`config.mk`:
```
export PLATFORM = sky130hd
export DESIGN_NAME = mphy_poll_master
export DESIGN_NICKNAME = d
export VERILOG_FILES = /design/src/rtl/mphy_poll_pkg.sv /design/src/rtl/mphy_cfg_regs.sv /design/src/rtl/mphy_poll_engine.sv /design/src/rtl/mphy_avail_table.sv /design/src/rtl/mphy_poll_master.sv
export SDC_FILE = /design/constraint.sdc
export NUM_CORES = 1
export LEC_CHECK = 0
export ABC_AREA = 1
export BUFFER_PORTS_ARGS = -buffer_cell sky130_fd_sc_hd__buf_2
export CORE_MARGIN = 2
export CORE_UTILIZATION = 35
export CTS_BUF_LIST = sky130_fd_sc_hd__clkbuf_16
export CTS_CLUSTER_DIAMETER = 40
export DETAILED_ROUTE_END_ITERATION = 7
export GPL_TIMING_DRIVEN = 0
export PLACE_DENSITY = 0.55
export SYNTH_ARGS = -nofsm -noshare
export SYNTH_HDL_FRONTEND = slang
export SYNTH_SLANG_ARGS = --single-unit
export TNS_END_PERCENT = 1
```
`constraint.sdc`:
```
create_clock -name clk_i -period 3.1 [get_ports clk_i]
set_input_delay 0 -clock clk_i [delete_from_list [all_inputs] [get_ports clk_i]]
set_output_delay 0 -clock clk_i [all_outputs]
set_load 0.02 [all_outputs]
```
`src/rtl/mphy_poll_pkg.sv`:
```
package mphy_poll_pkg;
  localparam int unsigned ADDR_W     = 5;
  localparam int unsigned N_SUB      = 8;
  localparam int unsigned CFG_ADDR_W = 3;
  localparam int unsigned CFG_DATA_W = 8;
  localparam int unsigned N_PORTS    = 1 << ADDR_W;
  localparam int unsigned N_BYTES    = N_PORTS / CFG_DATA_W;
  localparam int unsigned N_PATHS    = 2;
  localparam int unsigned PATH_TX    = 0;
  localparam int unsigned PATH_RX    = 1;
endpackage

```
`src/rtl/mphy_cfg_regs.sv`:
```
module mphy_cfg_regs #(
  parameter int unsigned N_PORTS    = 32,
  parameter int unsigned N_SUB      = 8,
  parameter int unsigned CFG_ADDR_W = 3,
  parameter int unsigned CFG_DATA_W = 8
) (
  input  logic                  clk_i,
  input  logic                  rst_ni,
  input  logic                  we_i,
  input  logic [CFG_ADDR_W-1:0] addr_i,
  input  logic [CFG_DATA_W-1:0] wdata_i,
  output logic [N_PORTS-1:0]    port_list_o,
  output logic [N_SUB-1:0]      sub_mask_o
);
  localparam int unsigned N_BYTES  = N_PORTS / CFG_DATA_W;
  localparam int unsigned MASK_IDX = N_BYTES;

  for (genvar b = 0; b < N_BYTES; b++) begin : g_byte
    always_ff @(posedge clk_i or negedge rst_ni) begin
      if (!rst_ni)
        port_list_o[b*CFG_DATA_W +: CFG_DATA_W] <= '1;
      else if (we_i && addr_i == CFG_ADDR_W'(b))
        port_list_o[b*CFG_DATA_W +: CFG_DATA_W] <= wdata_i;
    end
  end

  always_ff @(posedge clk_i or negedge rst_ni) begin
    if (!rst_ni)
      sub_mask_o <= N_SUB'(1);
    else if (we_i && addr_i == CFG_ADDR_W'(MASK_IDX))
      sub_mask_o <= wdata_i[N_SUB-1:0];
  end
endmodule

```
`src/rtl/mphy_poll_engine.sv`:
```
module mphy_poll_engine #(
  parameter int unsigned ADDR_W = 5
) (
  input  logic                     clk_i,
  input  logic                     rst_ni,
  input  logic [(1<<ADDR_W)-1:0]   port_list_i,
  output logic [ADDR_W-1:0]        addr_o
);
  localparam int unsigned N_PORTS  = 1 << ADDR_W;
  localparam logic [ADDR_W-1:0] NULL_ADDR = ADDR_W'(N_PORTS - 1);

  logic [ADDR_W-1:0] nxt_addr;
  logic              hit_above;
  logic              hit_any;
  logic [ADDR_W-1:0] first_above;
  logic [ADDR_W-1:0] first_any;

  // two priority scans: first connected port above current, first overall
  always_comb begin
    hit_above   = 1'b0;
    hit_any     = 1'b0;
    first_above = NULL_ADDR;
    first_any   = NULL_ADDR;
    for (int i = 0; i < int'(N_PORTS) - 1; i++) begin
      if (port_list_i[i]) begin
        if (!hit_any) begin
          hit_any   = 1'b1;
          first_any = ADDR_W'(i);
        end
        if (!hit_above && ADDR_W'(i) > addr_o) begin
          hit_above   = 1'b1;
          first_above = ADDR_W'(i);
        end
      end
    end
    if (hit_above)    nxt_addr = first_above;
    else if (hit_any) nxt_addr = first_any;
    else              nxt_addr = NULL_ADDR;
  end

  always_ff @(posedge clk_i or negedge rst_ni) begin
    if (!rst_ni) addr_o <= NULL_ADDR;
    else         addr_o <= nxt_addr;
  end
endmodule

```
`src/rtl/mphy_avail_table.sv`:
```
module mphy_avail_table #(
  parameter int unsigned ADDR_W = 5,
  parameter int unsigned N_SUB  = 8
) (
  input  logic                   clk_i,
  input  logic                   rst_ni,
  input  logic [ADDR_W-1:0]      poll_addr_i,
  input  logic [N_SUB-1:0]       clav_i,
  input  logic [N_SUB-1:0]       sub_mask_i,
  input  logic [(1<<ADDR_W)-1:0] port_list_i,
  input  logic [ADDR_W-1:0]      rd_port_i,
  output logic [N_SUB-1:0]       avail_o
);
  localparam int unsigned N_PORTS  = 1 << ADDR_W;
  localparam int unsigned N_ENTRY  = N_PORTS - 1;
  localparam logic [ADDR_W-1:0] NULL_ADDR = ADDR_W'(N_PORTS - 1);

  logic [N_SUB-1:0] entry_q [N_ENTRY];
  logic [N_SUB-1:0] clav_ok;

  assign clav_ok = clav_i & sub_mask_i;

  for (genvar p = 0; p < N_ENTRY; p++) begin : g_entry
    always_ff @(posedge clk_i or negedge rst_ni) begin
      if (!rst_ni)
        entry_q[p] <= '0;
      else if (poll_addr_i == ADDR_W'(p))
        entry_q[p] <= clav_ok;
    end
  end

  always_comb begin
    avail_o = '0;
    for (int p = 0; p < int'(N_ENTRY); p++) begin
      if (rd_port_i == ADDR_W'(p) && port_list_i[p])
        avail_o = entry_q[p];
    end
    if (rd_port_i == NULL_ADDR) avail_o = '0;
  end
endmodule

```
`src/rtl/mphy_poll_master.sv`:
```
module mphy_poll_master
  import mphy_poll_pkg::*;
(
  input  logic                  clk_i,
  input  logic                  rst_ni,
  input  logic                  cfg_we_i,
  input  logic [CFG_ADDR_W-1:0] cfg_addr_i,
  input  logic [CFG_DATA_W-1:0] cfg_wdata_i,
  output logic [ADDR_W-1:0]     tx_addr_o,
  input  logic [N_SUB-1:0]      tx_clav_i,
  output logic [ADDR_W-1:0]     rx_addr_o,
  input  logic [N_SUB-1:0]      rx_clav_i,
  input  logic [ADDR_W-1:0]     rd_port_i,
  output logic [N_SUB-1:0]      tx_avail_o,
  output logic [N_SUB-1:0]      rx_avail_o
);
  logic [N_PORTS-1:0]               port_list;
  logic [N_SUB-1:0]                 sub_mask;
  logic [N_PATHS-1:0][ADDR_W-1:0]   path_addr;
  logic [N_PATHS-1:0][N_SUB-1:0]    path_clav;
  logic [N_PATHS-1:0][N_SUB-1:0]    path_avail;

  mphy_cfg_regs #(
    .N_PORTS(N_PORTS), .N_SUB(N_SUB),
    .CFG_ADDR_W(CFG_ADDR_W), .CFG_DATA_W(CFG_DATA_W)
  ) u_cfg (
    .clk_i(clk_i), .rst_ni(rst_ni),
    .we_i(cfg_we_i), .addr_i(cfg_addr_i), .wdata_i(cfg_wdata_i),
    .port_list_o(port_list), .sub_mask_o(sub_mask)
  );

  assign path_clav[PATH_TX] = tx_clav_i;
  assign path_clav[PATH_RX] = rx_clav_i;

  for (genvar g = 0; g < N_PATHS; g++) begin : g_path
    mphy_poll_engine #(.ADDR_W(ADDR_W)) u_engine (
      .clk_i(clk_i), .rst_ni(rst_ni),
      .port_list_i(port_list), .addr_o(path_addr[g])
    );
    mphy_avail_table #(.ADDR_W(ADDR_W), .N_SUB(N_SUB)) u_table (
      .clk_i(clk_i), .rst_ni(rst_ni),
      .poll_addr_i(path_addr[g]), .clav_i(path_clav[g]),
      .sub_mask_i(sub_mask), .port_list_i(port_list),
      .rd_port_i(rd_port_i), .avail_o(path_avail[g])
    );
  end

  assign tx_addr_o  = path_addr[PATH_TX];
  assign rx_addr_o  = path_addr[PATH_RX];
  assign tx_avail_o = path_avail[PATH_TX];
  assign rx_avail_o = path_avail[PATH_RX];
endmodule

```
# Word level (Yosys, flattened, before mapping)
# Index checks and enable logic that the tools add are counted.
# W data, S select, Z words.
# word_totals
output_inout_bits	26
ff_bits	545
elab_cells	795
latchBits	0
ramBits	0
rom_bits	0
input_bits	35
n_memories	0
# op_classes
n_mux	407
order_cmp	62
add_sub_neg	0
multipliers	0
n_div	0
n_bitwise	2
shifts	0
reduce_logical	160
eq_ne	95
# op_table
cell	count
$mux W5	188
$mux W8	64
$eq A5 B5 Y1 const B	46
$mux W1	155
$gt A5 B5 Y1 const A	30
$eq A5 B4 Y1 const B	24
$logic_and A1 B1 Y1	96
$gt A4 B5 Y1 const A	16
$eq A5 B3 Y1 const B	12
$logic_not A1 Y1	60
$gt A3 B5 Y1 const A	8
$eq A5 B2 Y1 const B	6
$gt A1 B5 Y1 const A	4
$gt A2 B5 Y1 const A	4
$and A8 B8 Y8	2
$eq A5 B1 Y1 const B	3
$logic_not A5 Y1	3
$eq A3 B2 Y1 const B	2
$eq A3 B1 Y1 const B	1
$eq A3 B3 Y1 const B	1
$logic_not A3 Y1	1

# Longest topological paths before layout
# depth
depth_word	124
depth_mapped	26
ltp_nobuf	25

# By module
# Synthesis repeated with hierarchy kept, for this count alone.
# unflattened
cells_unflattened	3646
hier_area_um2	27647.8
# modules_own_cells
mod	cells_each	area_each_um2	n_inst	seq_area_each_um2
mphy_avail_table at g_path[0].u_table	1448	11443.5	1	6206.0
mphy_avail_table at g_path[1].u_table	1448	11438.5	1	6206.0
mphy_poll_engine	284	1536.5	2	131.4
mphy_cfg_regs	182	1692.9	1	1042.2

# Least setup slack after synthesis
# OpenSTA, ideal clock, no wires.
# synth_path
path_kind	register to register
from	register g_path[0].u_engine.addr_o[3]
to	register g_path[0].u_engine.addr_o[3]
path_stages_with_launch	25
path_slack_ns	0.078
t_required_ns	3.025
period_less_slack_ns	3.022
setup_ns	0.075
t_arrival_ns	2.946
n_path_buf	1
cell_sequence	dfstp_2 buf_4 nor2_2 nand2_1 nor2_2 nand2_2 nand2_2 nor2_2 nand3_1 nor2_1 nand2_1 nor2_1 nand3_1 nor2_2 nand3_2 nor2_1 nand4_2 nor2_2 nand4_2 nor2_2 nand4_2 nor2_2 nand4_2 nor2_1 nor2_1
# synth_between
elab_chain_len	124
word_cells_on_any_way	216
cone_classes	31 x order compare; 125 x mux; 60 x reduce/logical
# synth_lines
item	line	rtl
from (decl)	mphy_poll_engine.sv:7	output logic [ADDR_W-1:0] addr_o
from (signal assigned)	mphy_poll_engine.sv:43	else addr_o <= nxt_addr;
$gt A1 B5 Y1	mphy_poll_engine.sv:30	if (!hit_above && ADDR_W'(i) > addr_o) begin
$mux W1	mphy_poll_engine.sv:30	
$mux W1	mphy_poll_engine.sv:25	if (port_list_i[i]) begin
$logic_not A1 Y1	mphy_poll_engine.sv:30	
$logic_and A1 B1 Y1	mphy_poll_engine.sv:30	
$mux W1	mphy_poll_engine.sv:30	
$mux W1	mphy_poll_engine.sv:25	
$logic_not A1 Y1	mphy_poll_engine.sv:30	
[109 not listed]	-	
$mux W1	mphy_poll_engine.sv:30	
$mux W1	mphy_poll_engine.sv:25	
$logic_not A1 Y1	mphy_poll_engine.sv:30	
$logic_and A1 B1 Y1	mphy_poll_engine.sv:30	
$mux W5 or $mux W1 (tied branches)	mphy_poll_engine.sv:30	
$mux W5 or $mux W1 (tied branches)	mphy_poll_engine.sv:25	
$mux W5 (*)	mphy_poll_engine.sv:36	if (hit_above) nxt_addr = first_above;
via g_path[0].u_engine.nxt_addr[3]	mphy_poll_engine.sv:12	logic [ADDR_W-1:0] nxt_addr;
# Mark *: on every way through the listed nets, which the timed path passes. The rest lies on a longest branch.
# A chain may end at the register's enable or synchronous reset.

# Worst setup path after layout
# layout_path
from	register u_cfg.port_list_o[1]
to	output tx_avail_o[5]
# layout_between
elab_chain_len	32
# layout_lines
item	line	rtl
from (decl)	mphy_cfg_regs.sv:12	output logic [N_PORTS-1:0] port_list_o,
from (signal, indexed assignment)	mphy_cfg_regs.sv:23	port_list_o[b*CFG_DATA_W +: CFG_DATA_W] <= wdata_i;
$logic_and A1 B1 Y1	mphy_avail_table.sv:35	if (rd_port_i == ADDR_W'(p) && port_list_i[p])
$mux W8 (30 in series)	mphy_avail_table.sv:35	
$mux W8	mphy_avail_table.sv:38	if (rd_port_i == NULL_ADDR) avail_o = '0;
to (decl)	mphy_poll_master.sv:14	output logic [N_SUB-1:0] tx_avail_o,
# Every way passes these cells.

==> impl_metrics.ini <==
[synthesis]
syn_area_um2 = 26400
synthCells = 3439
yosys_register_bits = 545
async_reset_ff_frac = 1.00
syn_avg_cell_area_um2 = 7.68
synth.distinct_cells = 44
synthFlopType = dfrtp_1
synth.area.top_cells = dfrtp_1 48%, nand2_1 16%, o21ai_0 10%
synth_most_common_cell = nand2_1
yosysTopAreaCellShare = 0.477
synth_warnings = 0
seq_area_frac_synth = 0.519
synth_top_area_cell = dfrtp_1
synth_fp_nets = 3474
synth_common_cells = 1,138 x nand2_1, 552 x o21ai_0, 503 x dfrtp_1
synth-edff-count = 0

[global_route]
overflow = 0
grt.met2_usage = 0.398
antenna_found_initial = 3
grt_busiest_layer = met2
grt_max_degree = 114
grt_pass1_wl_um = 152000
first_global_vias = 23500
grtUsageTotal = 0.262
grt_use_met1 = 0.368
grt.met3_usage = 0.0415

[run_status]
violations = setup timing
status = finished, violations left

[clocking]
cts_buffers = 95
root_buffer = clkbuf_16
path_clk_slew_ns = 0.05
cts.path.max_buffers = 3
htree_levels = 3
clk_latency_ns = 0.67
cts_tree = yes
cts_sinks = 545

[floorplanning]
die_w_um = 279
num_rows = 100
initial_core_util = 0.354
io_pins = 61
die_area_um2 = 77700
die_h_um = 279
core_um2 = 74600

[placement]
place.gp.congestion = 0.988
dp.cells = 4473
dp.final_hpwl_um = 75100
port_buffers = 60

[layout]
syn_to_final_growth_pct = 21.8
fin_nets = 3671
fin_cells = 4685
nFillCells = 7653
fin_util = 0.431
drive_gt1_frac = 0.135

[timing]
rsz0062_at_grt = yes
worstMarginPinSlew_ns = 1.37
setup_viol = 26
fin_crit_sh = 1.38
layout_setup_ws_ns = -1.17
fmaxAchievable_ghz = 0.234
fin_skew_ns = 0.0473
period_needed_ns = 4.27
hold_viol = 0
finalMaxSlewViolations = 0
tns_ns = -18.90
slew_headroom = 0.0823

[power]
power.leakage_uw = 0.0152
p_per_area_nw_per_um2 = 942
power_uw = 30300
irDropWorstVdd_v = 0.000555

[worst_setup_path]
worstPathArrival_ns = 4.27
reg2reg_from = g_path[1].u_engine.addr_o[1]$_DFF_PN1_
r2r_slack_ns = -0.46
required_ns = 3.10
crit_fanout = 7
worstSetupStartpointType = flop
r2r_cells = 21
worstSetupEndpointType = primary output
path_class = flop to primary output
reg2reg_to = g_path[1].u_engine.addr_o[2]$_DFF_PN1_

[hold_path]
hp-class = input pin to flop
hp-start = tx_clav_i[7]
hold_depth = 3
holdPathEnd = g_path[0].u_table.entry_q[247]$_DFFE_PN0P_

[flow_run]
cap_viol_max_count = 0

[route]
first_pass_iters = 6
drt-initial-drc-count = 2604
ant_nets = 0
vias_per_cell = 5.22
via_count = 24400
wl_per_cell_um = 21.6
drt_wl_total_um = 101000
drc = 0
## area by class of cell
type	instances	area [um2]	share of cell area
clock buffer	96	2400	0.0747
multi-input combinational	2415	11400	0.353
tap	969	1210	0.0377
clock inverter	80	810	0.0252
timing repair buffer	100	783	0.0244
buffer	163	701	0.0218
antenna	1	2.50	0.0000778
sequential	545	13700	0.426
inverter	316	1200	0.0372
## power breakdown
part / internal [uW] / leakage [uW] / switching, uW
logic: 2400 / 0.00699 / 5150
clock network: 6600 / 0.00158 / 3900
registers: 10400 / 0.00662 / 1880
total: 19400 / 0.0152 / 10900
## kinds of logic after synthesis
kind of cell | after synthesis | synth area share
AND/OR/NAND/NOR | 1761 | 0.286
buffers and inverters | 479 | 0.0686
flip-flops | 545 | 0.519
AO/OA/AOI/OAI | 654 | 0.127
## per-stage QoR
stage | hold WS [ns] | setup WS, ns | cell area (um2)
CTS | 0.0281 | -1.20 | 32000
global route | 0.0985 | -1.30 | 32200
floorplan | -0.296 | 0.0785 | 26400
detailed placement | -0.0415 | -1.85 | 28100
finish | 0.0537 | -1.17 | 32200
global placement | 0.352 | -9.95 | 27900
## repair_timing
| item | in CTS | in global routing |
|---|---|---|
| hold buffers | 23 | 0 |
| gates resized for setup | 120 | 31 |
| hold endpoints to repair | 275 | 0 |
| pin swaps | 23 | 12 |
| endpoints found under the setup margin | 33 | 32 |
| buffers inserted | 11 | 1 |
## worst max path at each step
stage,from,end,slack [ns],cells past startpoint
finish,u_cfg.port_list_o[1]$_DFFE_PN1P_,tx_avail_o[5],-1.17,24
global route,u_cfg.port_list_o[3]$_DFFE_PN1P_,tx_avail_o[4],-1.30,24
CTS,u_cfg.port_list_o[2]$_DFFE_PN1P_,tx_avail_o[6],-1.20,23
detailed placement,u_cfg.port_list_o[2]$_DFFE_PN1P_,tx_avail_o[1],-1.85,23
global placement,rst_ni,g_path[1].u_table.entry_q[14]$_DFFE_PN0P_,-9.95,1
floorplan,g_path[0].u_engine.addr_o[3]$_DFF_PN1_,g_path[0].u_engine.addr_o[3]$_DFF_PN1_,0.08,24
## sequential cells by signal, indices dropped and copies added (netlist names)
register and flops:
g_path.u_table.entry_q 496, u_cfg.port_list_o 31, g_path.u_engine.addr_o 10, u_cfg.sub_mask_o 8
## metal layers
layer  wire length, um  vias up
li1                  -    11500
met1             45400    11900
met2             44400      840
met3              6670      185
met4              4890        2
met5                11        -
## placed cells by master (no fill, tap or decap), types with 7 or more instances in the layout
master	instances
nand2_1	1117
o21ai_0	545
dfrtp_1	503
inv_1	307
nor2_1	215
clkbuf_1	144
nand4_1	97
clkbuf_16	97
nand3_1	91
a21oi_1	71
or2_2	70
buf_2	62
dfstp_2	42
nor3_1	39
nand2_2	26
nor2_2	25
dlygate4sd3_1	23
nor2_4	18
clkinv_1	17
inv_2	15
buf_4	13
clkinv_2	13
clkinv_4	12
nand3_2	11
clkinvlp_4	11
bufinv_16	11
nand2_4	7
nand3b_1	7
## worst max-delay path: stages (launching register included)
cell      delay [ns]
dfstp_2         0.40
inv_1           0.10
nor2_4          0.08
clkbuf_8        0.23
nand3_1         0.11
nand4_1         0.27
nor2_2          0.26
nand4_1         0.13
o21ai_0         0.10
nand2_1         0.10
nand2_1         0.09
nand2_1         0.06
nand2_1         0.08
nand2_1         0.10
nand2_1         0.15
nand2_1         0.11
nand2_1         0.08
nand4_1         0.16
nor2_4          0.22
nand4_1         0.16
nor2_1          0.17
nand4_1         0.12
nand2_1         0.10
a21oi_1         0.08
buf_2           0.17
Note: power is estimated with default switching activity, not from simulation.
